File: src/rtl/quad_dispatch_pkg.sv
`timescale 1ns/1ps
package quad_dispatch_pkg;
   localparam int QUAD_LANES = 4;
   typedef logic [QUAD_LANES-1:0] cover_t;
endpackage

File: src/rtl/quad_pick.sv
`timescale 1ns/1ps
// Fixed-priority search: lowest index among the candidates wins.
module quad_pick #(
   parameter int N = 4
) (
   input  logic [N-1:0] cand,
   output logic [N-1:0] grant,
   output logic         any
);
   logic [N:0] seen;
   assign seen[0] = 1'b0;
   for (genvar i = 0; i < N; i++) begin : g_chain
      assign grant[i]  = cand[i] & ~seen[i];
      assign seen[i+1] = seen[i] | cand[i];
   end
   assign any = seen[N];
endmodule

File: src/rtl/quad_busy_track.sv
`timescale 1ns/1ps
// Per-pipeline occupancy; done clears, issue sets, issue wins on overlap.
module quad_busy_track #(
   parameter int N = 4
) (
   input  logic         clk,
   input  logic         rst_n,
   input  logic [N-1:0] issue,
   input  logic [N-1:0] done,
   output logic [N-1:0] busy
);
   for (genvar i = 0; i < N; i++) begin : g_pipe
      always_ff @(posedge clk or negedge rst_n) begin
         if (!rst_n)        busy[i] <= 1'b0;
         else if (issue[i]) busy[i] <= 1'b1;
         else if (done[i])  busy[i] <= 1'b0;
      end
   end
endmodule

File: src/rtl/quad_tri_count.sv
`timescale 1ns/1ps
// Per-triangle issued-quad counter and completion pulse.
module quad_tri_count #(
   parameter int CNT_W = 8
) (
   input  logic             clk,
   input  logic             rst_n,
   input  logic             issue_fire,
   input  logic             last_fire,
   output logic [CNT_W-1:0] count,
   output logic             done_pulse,
   output logic [CNT_W-1:0] done_count
);
   logic [CNT_W-1:0] count_inc;
   assign count_inc = count + CNT_W'(issue_fire);

   always_ff @(posedge clk or negedge rst_n) begin
      if (!rst_n) begin
         count      <= '0;
         done_pulse <= 1'b0;
         done_count <= '0;
      end else begin
         done_pulse <= last_fire;
         if (last_fire) begin
            done_count <= count_inc;
            count      <= '0;
         end else begin
            count      <= count_inc;
         end
      end
   end
endmodule

File: src/rtl/quad_dispatch.sv
`timescale 1ns/1ps
module quad_dispatch
   import quad_dispatch_pkg::*;
#(
   parameter int NUM_PIPES = 4,
   parameter int TRI_W     = 8,
   parameter int COORD_W   = 10,
   parameter int CNT_W     = 8
) (
   input  logic                 clk,
   input  logic                 rst_n,
   input  logic [NUM_PIPES-1:0] cfg_pipe_en,
   input  logic                 in_valid,
   output logic                 in_ready,
   input  logic [TRI_W-1:0]     in_tri_id,
   input  logic [COORD_W-1:0]   in_tile_x,
   input  logic [COORD_W-1:0]   in_tile_y,
   input  logic [3:0]           in_cover,
   input  logic                 in_last,
   output logic [NUM_PIPES-1:0] pipe_valid,
   input  logic [NUM_PIPES-1:0] pipe_ready,
   input  logic [NUM_PIPES-1:0] pipe_done,
   output logic [TRI_W-1:0]     pipe_tri_id,
   output logic [COORD_W-1:0]   pipe_tile_x,
   output logic [COORD_W-1:0]   pipe_tile_y,
   output logic [3:0]           pipe_cover,
   output logic [CNT_W-1:0]     tri_quad_count,
   output logic                 tri_done,
   output logic [CNT_W-1:0]     tri_done_count
);
   if (NUM_PIPES < 1) begin : g_bad_pipes
      $error("quad_dispatch: NUM_PIPES must be at least 1");
   end
   if (QUAD_LANES != 4) begin : g_bad_lanes
      $error("quad_dispatch: quads are 2x2, four lanes");
   end
   if (CNT_W < 1 || TRI_W < 1 || COORD_W < 1) begin : g_bad_width
      $error("quad_dispatch: widths must be positive");
   end

   logic [NUM_PIPES-1:0] busy;
   logic [NUM_PIPES-1:0] free_vec;
   logic [NUM_PIPES-1:0] grant;
   logic [NUM_PIPES-1:0] issue;
   logic                 any_free;
   logic                 covered;
   logic                 sel_ready;
   logic                 accept;
   cover_t               cov;

   assign cov      = in_cover;
   assign covered  = |cov;
   assign free_vec = cfg_pipe_en & (~busy | pipe_done);

   quad_pick #(.N(NUM_PIPES)) u_pick (
      .cand  (free_vec),
      .grant (grant),
      .any   (any_free)
   );

   assign sel_ready  = |(grant & pipe_ready);
   assign in_ready   = any_free & (~covered | sel_ready);
   assign pipe_valid = (in_valid && covered) ? grant : '0;
   assign issue      = pipe_valid & pipe_ready;
   assign accept     = in_valid & in_ready;

   assign pipe_tri_id = in_tri_id;
   assign pipe_tile_x = in_tile_x;
   assign pipe_tile_y = in_tile_y;
   assign pipe_cover  = cov;

   quad_busy_track #(.N(NUM_PIPES)) u_busy (
      .clk   (clk),
      .rst_n (rst_n),
      .issue (issue),
      .done  (pipe_done),
      .busy  (busy)
   );

   quad_tri_count #(.CNT_W(CNT_W)) u_count (
      .clk        (clk),
      .rst_n      (rst_n),
      .issue_fire (|issue),
      .last_fire  (accept & in_last),
      .count      (tri_quad_count),
      .done_pulse (tri_done),
      .done_count (tri_done_count)
   );
endmodule

File: config.mk
export PLATFORM = sky130hd
export DESIGN_NAME = quad_dispatch
export DESIGN_NICKNAME = d
export VERILOG_FILES = /design/src/rtl/quad_dispatch_pkg.sv /design/src/rtl/quad_pick.sv /design/src/rtl/quad_busy_track.sv /design/src/rtl/quad_tri_count.sv /design/src/rtl/quad_dispatch.sv
export SDC_FILE = /design/constraint.sdc
export NUM_CORES = 1
export LEC_CHECK = 0
export BUFFER_PORTS_ARGS = -buffer_cell sky130_fd_sc_hd__buf_2
export CORE_ASPECT_RATIO = 0.6
export CORE_UTILIZATION = 40
export CTS_BUF_LIST = sky130_fd_sc_hd__clkbuf_4
export CTS_CLUSTER_DIAMETER = 200
export DETAILED_ROUTE_END_ITERATION = 6
export PLACE_DENSITY = 0.79
export SETUP_SLACK_MARGIN = 0.5
export SYNTH_ARGS = -nofsm -noshare
export SYNTH_HDL_FRONTEND = slang
export SYNTH_SLANG_ARGS = --single-unit
File: constraint.sdc
create_clock -name clk -period 2.8 [get_ports clk]
set_input_delay 0.42 -clock clk [delete_from_list [all_inputs] [get_ports clk]]
set_output_delay 0.42 -clock clk [all_outputs]
set_load 0.05 [all_outputs]
==> results of run 1 <==
[logic make-up (layout without fill, tap and decap cells)]
logic type      Yosys count  count (layout)  synth area share (%)
buf+inv                  41              59                  22.3
simple gates             38              38                  16.0
fa+ha+maj                 2               2                  1.98
xor+xnor                  6               6                  4.15
flops                    21              21                  41.5
compound gates           10              10                  7.51
mux                       8               8                  6.52
[metal layers]
metal / wire length, um / part of all wire [%]
met3: 216 / 7.7
met2: 1260 / 45
met5: 0 / 0
met4: 261 / 9.4
met1: 1050 / 38
[layout by cell type, fill, tap and decap left out]
cell type / n
buf_2: 45
dfrtp_1: 21
nand2_1: 9
nor2_1: 8
inv_1: 7
nand3_1: 6
mux2i_1: 6
and3_1: 4
nand2b_1: 3
o21ai_0: 3
clkbuf_4: 3
buf_4: 3
xor2_2: 2
xor2_1: 2
xnor2_1: 2
and2b_2: 2
nor3b_2: 2
mux2_2: 2
ha_2: 2
or4_1: 1
nand2b_4: 1
a22oi_2: 1
nand3_2: 1
a32o_1: 1
a221oi_1: 1
o22ai_2: 1
nor2b_1: 1
a31oi_1: 1
a311oi_4: 1
a21bo_2: 1
clkinv_2: 1
[power by group through the flow]
stage | sequential [W] | combinational [W] | clock (W)
after floorplan | 0.000531 | 0.000228 | 0
after global placement | 0.000384 | 0.000352 | 0
after detailed placement | 0.000388 | 0.000359 | 0
after CTS | 0.000382 | 0.000360 | 0.000154
after global routing | 0.000390 | 0.000386 | 0.000169
final | 0.000382 | 0.000364 | 0.000150
[worst min path at each step]
stage               cells past startpoint          endpoint  startpoint
CTS                                     1  u_count.count[2]       rst_n
finish                                  1  u_count.count[1]       rst_n
global placement                        1    u_busy.busy[0]       rst_n
global route                            1  u_count.count[6]       rst_n
floorplan                               0    u_busy.busy[0]       rst_n
detailed placement                      1    u_busy.busy[1]       rst_n
[final cells by class]
type | count | area (sq um)
Multi-Input combinational cell | 64 | 499
Tap cell | 42 | 52.6
Clock inverter | 1 | 5.00
Fill cell | 294 | 1570
Inverter | 7 | 26.3
Timing Repair Buffer | 48 | 248
Clock buffer | 3 | 22.5
Sequential cell | 21 | 526
[state kept, by name, summed over array words and instances, names as in the netlist]
register / cells
u_count.done_count: 8
u_count.count: 8
u_busy.busy: 4
u_count.done_pulse: 1
[metrics by stage]
step	hold WS [ns]	instance area [sq um]	setup slack, ns	std cells	util, %
floorplan	0.124	1280	0.503	126	-
global placement	0.386	1310	0.312	181	44.5
detailed placement	0.404	1310	0.208	181	44.5
CTS	0.0420	1350	0.528	185	45.7
global route	0.0586	1380	0.442	186	46.8
finish	0.0300	1380	0.615	186	46.8
[cell usage after synthesis, types with 2 or more instances]
master and number:
nor3b_1 2, nand2b_1 3, mux2_2 2, xor2_1 4
inv_1 7, dfrtp_1 21, and3_1 4, buf_4 32
nand2_1 9, and2b_2 2, xnor2_1 2, mux2i_1 6
nand3_1 7, o21ai_0 3, nor2_1 8, ha_1 2
[repair_timing]
| action | 4_1_cts | 5_1_grt |
|---|---|---|
| setup buffers | 0 | 1 |
| endpoints found under the setup margin | 4 | 6 |
| gates resized for setup | 1 | 5 |
| pin swaps | 0 | 1 |
[worst max-delay path, stage by stage, from the launching register on]
cell and delay (ns):
dfrtp_1 0.35, nand2b_1 0.14, a22oi_2 0.25, buf_4 0.15, nand3_1 0.12, nor3b_2 0.17, buf_2 0.27
==> flow_summary.yaml, run 1 <==
job:
  drv_cap: 0
global_route:
  grt_pass1_vias: 873
  grtUsageMet1_pct: 18.2
  grt_pass1_wl_um: 4030
  top_usage_layer: "met2"
  antenna_found_initial: 0
  grt_usage_pct: 16.3
  grt_util_met2_pct: 24.9
  use_met3_pct: 3.76
  grt_overflow_total: 0
  grt_start_max_net_pins: 22
setup_path:
  reg2reg_depth: 10
  endpoint_kind: "output pin"
  r2r-end: "u_count.done_count[6]"
  crit_path_start: "u_busy.busy[0]"
  cp-start-kind: "register"
  path_class: "reg2out"
  crit_fanout: 4
  cp.required_ns: 2.38
  worstReg2RegStart: "u_busy.busy[0]"
  crit_arrival_ns: 1.76
  crit_end: "pipe_valid[3]"
  ff2ff_setup_slack_ns: 0.63
finish:
  nets: 195
  diodes: 0
  drive_above_1_share_pct: 47.2
  area_growth_pct: 8.89
cts:
  cts-root-buf: "clkbuf_4"
  cts.clk_slew.worst_paths_ns: 0.12
  clock-sinks: 21
  cts_tree: "built"
  cts_buffers: 3
  cts_max_level: 1
  clock_path_buffers: 2
  ctsHoldBuffers: 0
  clock_latency_ns: 0.32
pwr:
  share_seq_of_total_power_pct: 42.6
  ir_drop_uv: 226
  power_density_nw_per_um2: 650
  internal_power_w: 0.000506
  sw_frac_of_total_pct: 43.6
  leakagePower_nw: 0.731
  switchingPower_w: 0.000391
  clockPowerShare_pct: 16.8
  p_total_w: 0.000897
  p_comb_share_pct: 40.6
detailed_routing:
  vias: 882
  routedWlPerCell_um: 15.0
  dr.first_iter.drc_count: 45
  drc: 0
  antenna_left: 0
  vias_per_cell: 4.74
  dr.pass1.iters: 4
  drt_wl_total_um: 2790
synthesis:
  synth_top_cell_by_area: "dfrtp_1"
  syn_area_sq_um: 1270
  ys_seq_area_share_pct: 41.5
  synthTopCellsByArea: "dfrtp_1, buf_4, mux2i_1"
  avgSynthCellArea_sq_um: 10.0
  ys_ff_latch: 21
  synth-edff-count: 0
  yosysWarningCount: 0
  synthArstFlopShare_pct: 100
  synthFlopType: "dfrtp_1"
  synthCells: 126
  syn_nets: 176
  synth_top_area_share_pct: 41.5
  netlist-cell-type-count: 28
die:
  dieArea_sq_um: 3400
  rows: 15
  core-area_sq_um: 2950
  start_util_pct: 43.0
  num_io_pins: 102
  chipWidth_um: 74.6
  die_h_um: 45.6
timing:
  finalSetupViolations: 0
  grt_setup_unrepaired: "true"
  min_period_ns: 2.18
  slew_headroom_pct: 66.9
  report.final.slew_viol_count: 0
  max_freq_mhz: 458
  tightestPinTransition_ns: 0.497
  fin_setup_tns_ns: 0
  fin_crit_sh_pct: 78.0
  fin_skew_ns: 0.0106
  hold_violations: 0
placement:
  hpwlAfterDp_um: 2140
  port_buffers: 45
  gp_congestion: 0.712
hold_path:
  hold_class: "in2async"
run_status:
  status: "finished, final reports clean"
Power figures use the tool's default switching activity.
==> run 2: changes to the inputs <==
Settings changed: CORE_UTILIZATION 40 to 36, PLACE_DENSITY 0.79 to 0.75.
Clock period 2.8 ns to 2 ns, I/O delays scaled along.
==> flow_summary.yaml, run 2 (same netlist as run 1, synthesis figures left out) <==
placement:
  place_area_sq_um: 1420
  gp_congestion: 0.746
  port_buffers: 45
  dpl.cell_count: 190
  hpwlAfterDp_um: 1990
timing:
  slew_headroom_pct: 68.9
  grt_setup_unrepaired: "true"
  fin_crit_sh_pct: 98.0
  tightestPinTransition_ns: 0.467
  finalSetupViolations: 0
  fin_setup_tns_ns: 0
  max_freq_mhz: 510
  fin_skew_ns: 0.00823
  hold_violations: 0
  hold_ws_ns: 0.227
  report.final.slew_viol_count: 0
  min_period_ns: 1.96
die:
  core-area_sq_um: 3300
  dieArea_sq_um: 3770
  rows: 16
  chipWidth_um: 78.6
  die_h_um: 47.9
  num_io_pins: 102
  start_util_pct: 38.3
setup_path:
  crit_fanout: 5
  worstReg2RegStart: "u_busy.busy[1]"
  crit_arrival_ns: 1.66
  crit_end: "in_ready"
  reg2reg_depth: 10
  endpoint_kind: "output pin"
  ff2ff_setup_slack_ns: 0.05
  cp.required_ns: 1.70
  cp-start-kind: "register"
  crit_path_start: "u_busy.busy[1]"
  path_class: "reg2out"
  r2r-end: "u_count.done_count[6]"
detailed_routing:
  dr.first_iter.drc_count: 55
  drc: 0
  drt_wl_total_um: 2850
  vias: 941
  routedWlPerCell_um: 14.2
  antenna_left: 0
  vias_per_cell: 4.68
  dr.pass1.iters: 4
pwr:
  ir_drop_uv: 323
  leakagePower_nw: 0.837
  power_density_nw_per_um2: 811
  p_total_w: 0.00138
finish:
  final_area_sq_um: 1700
  multi_input_area_sq_um: 652
  drive_above_1_share_pct: 60.3
  diodes: 0
  ff_latch_area_sq_um: 526
  nets: 207
  final_common_cell: "buf_2"
  fill_cells: 309
  final_cell_mix: "buf_2, dfrtp_1, buf_6"
  reg.largest.list: "u_count.count (8), u_count.done_count (8), u_busy.busy (4)"
  layout.cells.non_filler: 201
  area_growth_pct: 34.1
cts:
  clock-sinks: 21
  cts_max_level: 1
  cts_buffers: 3
  cts_tree: "built"
  cts.clk_slew.worst_paths_ns: 0.12
  clock_path_buffers: 2
  clock_latency_ns: 0.30
  cts-root-buf: "clkbuf_4"
global_route:
  grt_pass1_vias: 892
  grt_overflow_total: 0
  grt_pass1_wl_um: 3900
  grt_usage_pct: 14.0
  grt_start_max_net_pins: 22
  antenna_found_initial: 0
job:
  drv_cap: 0
run_status:
  status: "finished, final reports clean"
hold_path:
  hold_class: "in2reg"
-- run 2: per-stage QoR --
| step | utilization, % | setup WS (ns) |
|---|---|---|
| 6_report | 51.4 | 0.0407 |
| 5_1_grt | 51.4 | -0.0808 |
| 4_1_cts | 49.4 | -0.000812 |
| 3_5_place_dp | 43.1 | -0.167 |
| 3_3_place_gp | 43.1 | -0.0256 |
| 2_1_floorplan | - | 0.0473 |
-- run 2: worst min path at each step --
stage / startpoint / end / slack [ns] / cells past startpoint
4_1_cts: pipe_ready[1] / u_busy.busy[1] / 0.22 / 2
3_5_place_dp: rst_n / u_count.done_pulse / 0.28 / 1
3_3_place_gp: rst_n / u_count.done_count[5] / 0.27 / 1
6_report: pipe_ready[1] / u_busy.busy[1] / 0.23 / 2
2_1_floorplan: rst_n / u_busy.busy[0] / 0.004 / 0
5_1_grt: pipe_ready[1] / u_busy.busy[1] / 0.22 / 2
-- run 2: timing repair --
action                                  in CTS  in global routing
gates resized for setup                     31                 11
hold buffers                                 1                  0
setup buffers                                4                  1
endpoints found under the setup margin      22                 23
pin swaps                                    8                  7
gates cloned                                 1                  0
hold endpoints to repair                    21                  0
-- run 2: metal layers --
metal  vias to the layer above  share of wire (%)  GRT usage (%)
met1                       438                 42           16.2
met3                        18                6.8           5.14
met2                        42                 48           24.3
met5                         -                  0              0
li1                        443                  -              -
met4                         0                3.1           6.30
-- run 2: worst max-delay path: stages (launching register included) --
cell,delay [ns]
dfrtp_1,0.39
nand2b_4,0.08
a22oi_2,0.24
nand3_2,0.11
buf_4,0.18
a31oi_4,0.18
buf_6,0.18
-- run 2: cell type report --
class	count	area share, %
Timing Repair Buffer	60	24.2
Inverter	7	1.55
Multi-Input combinational cell	64	38.4
Tap cell	45	3.32
Sequential cell	21	31.0
Clock inverter	1	0.295
Clock buffer	3	1.33
-- run 2: power by group --
group	internal (W)	leakage, nW	switching [W]
clock	0.0000746	0.0177	0.000127
combinational	0.000228	0.535	0.000397
sequential	0.000487	0.284	0.0000645
total	0.000790	0.837	0.000588
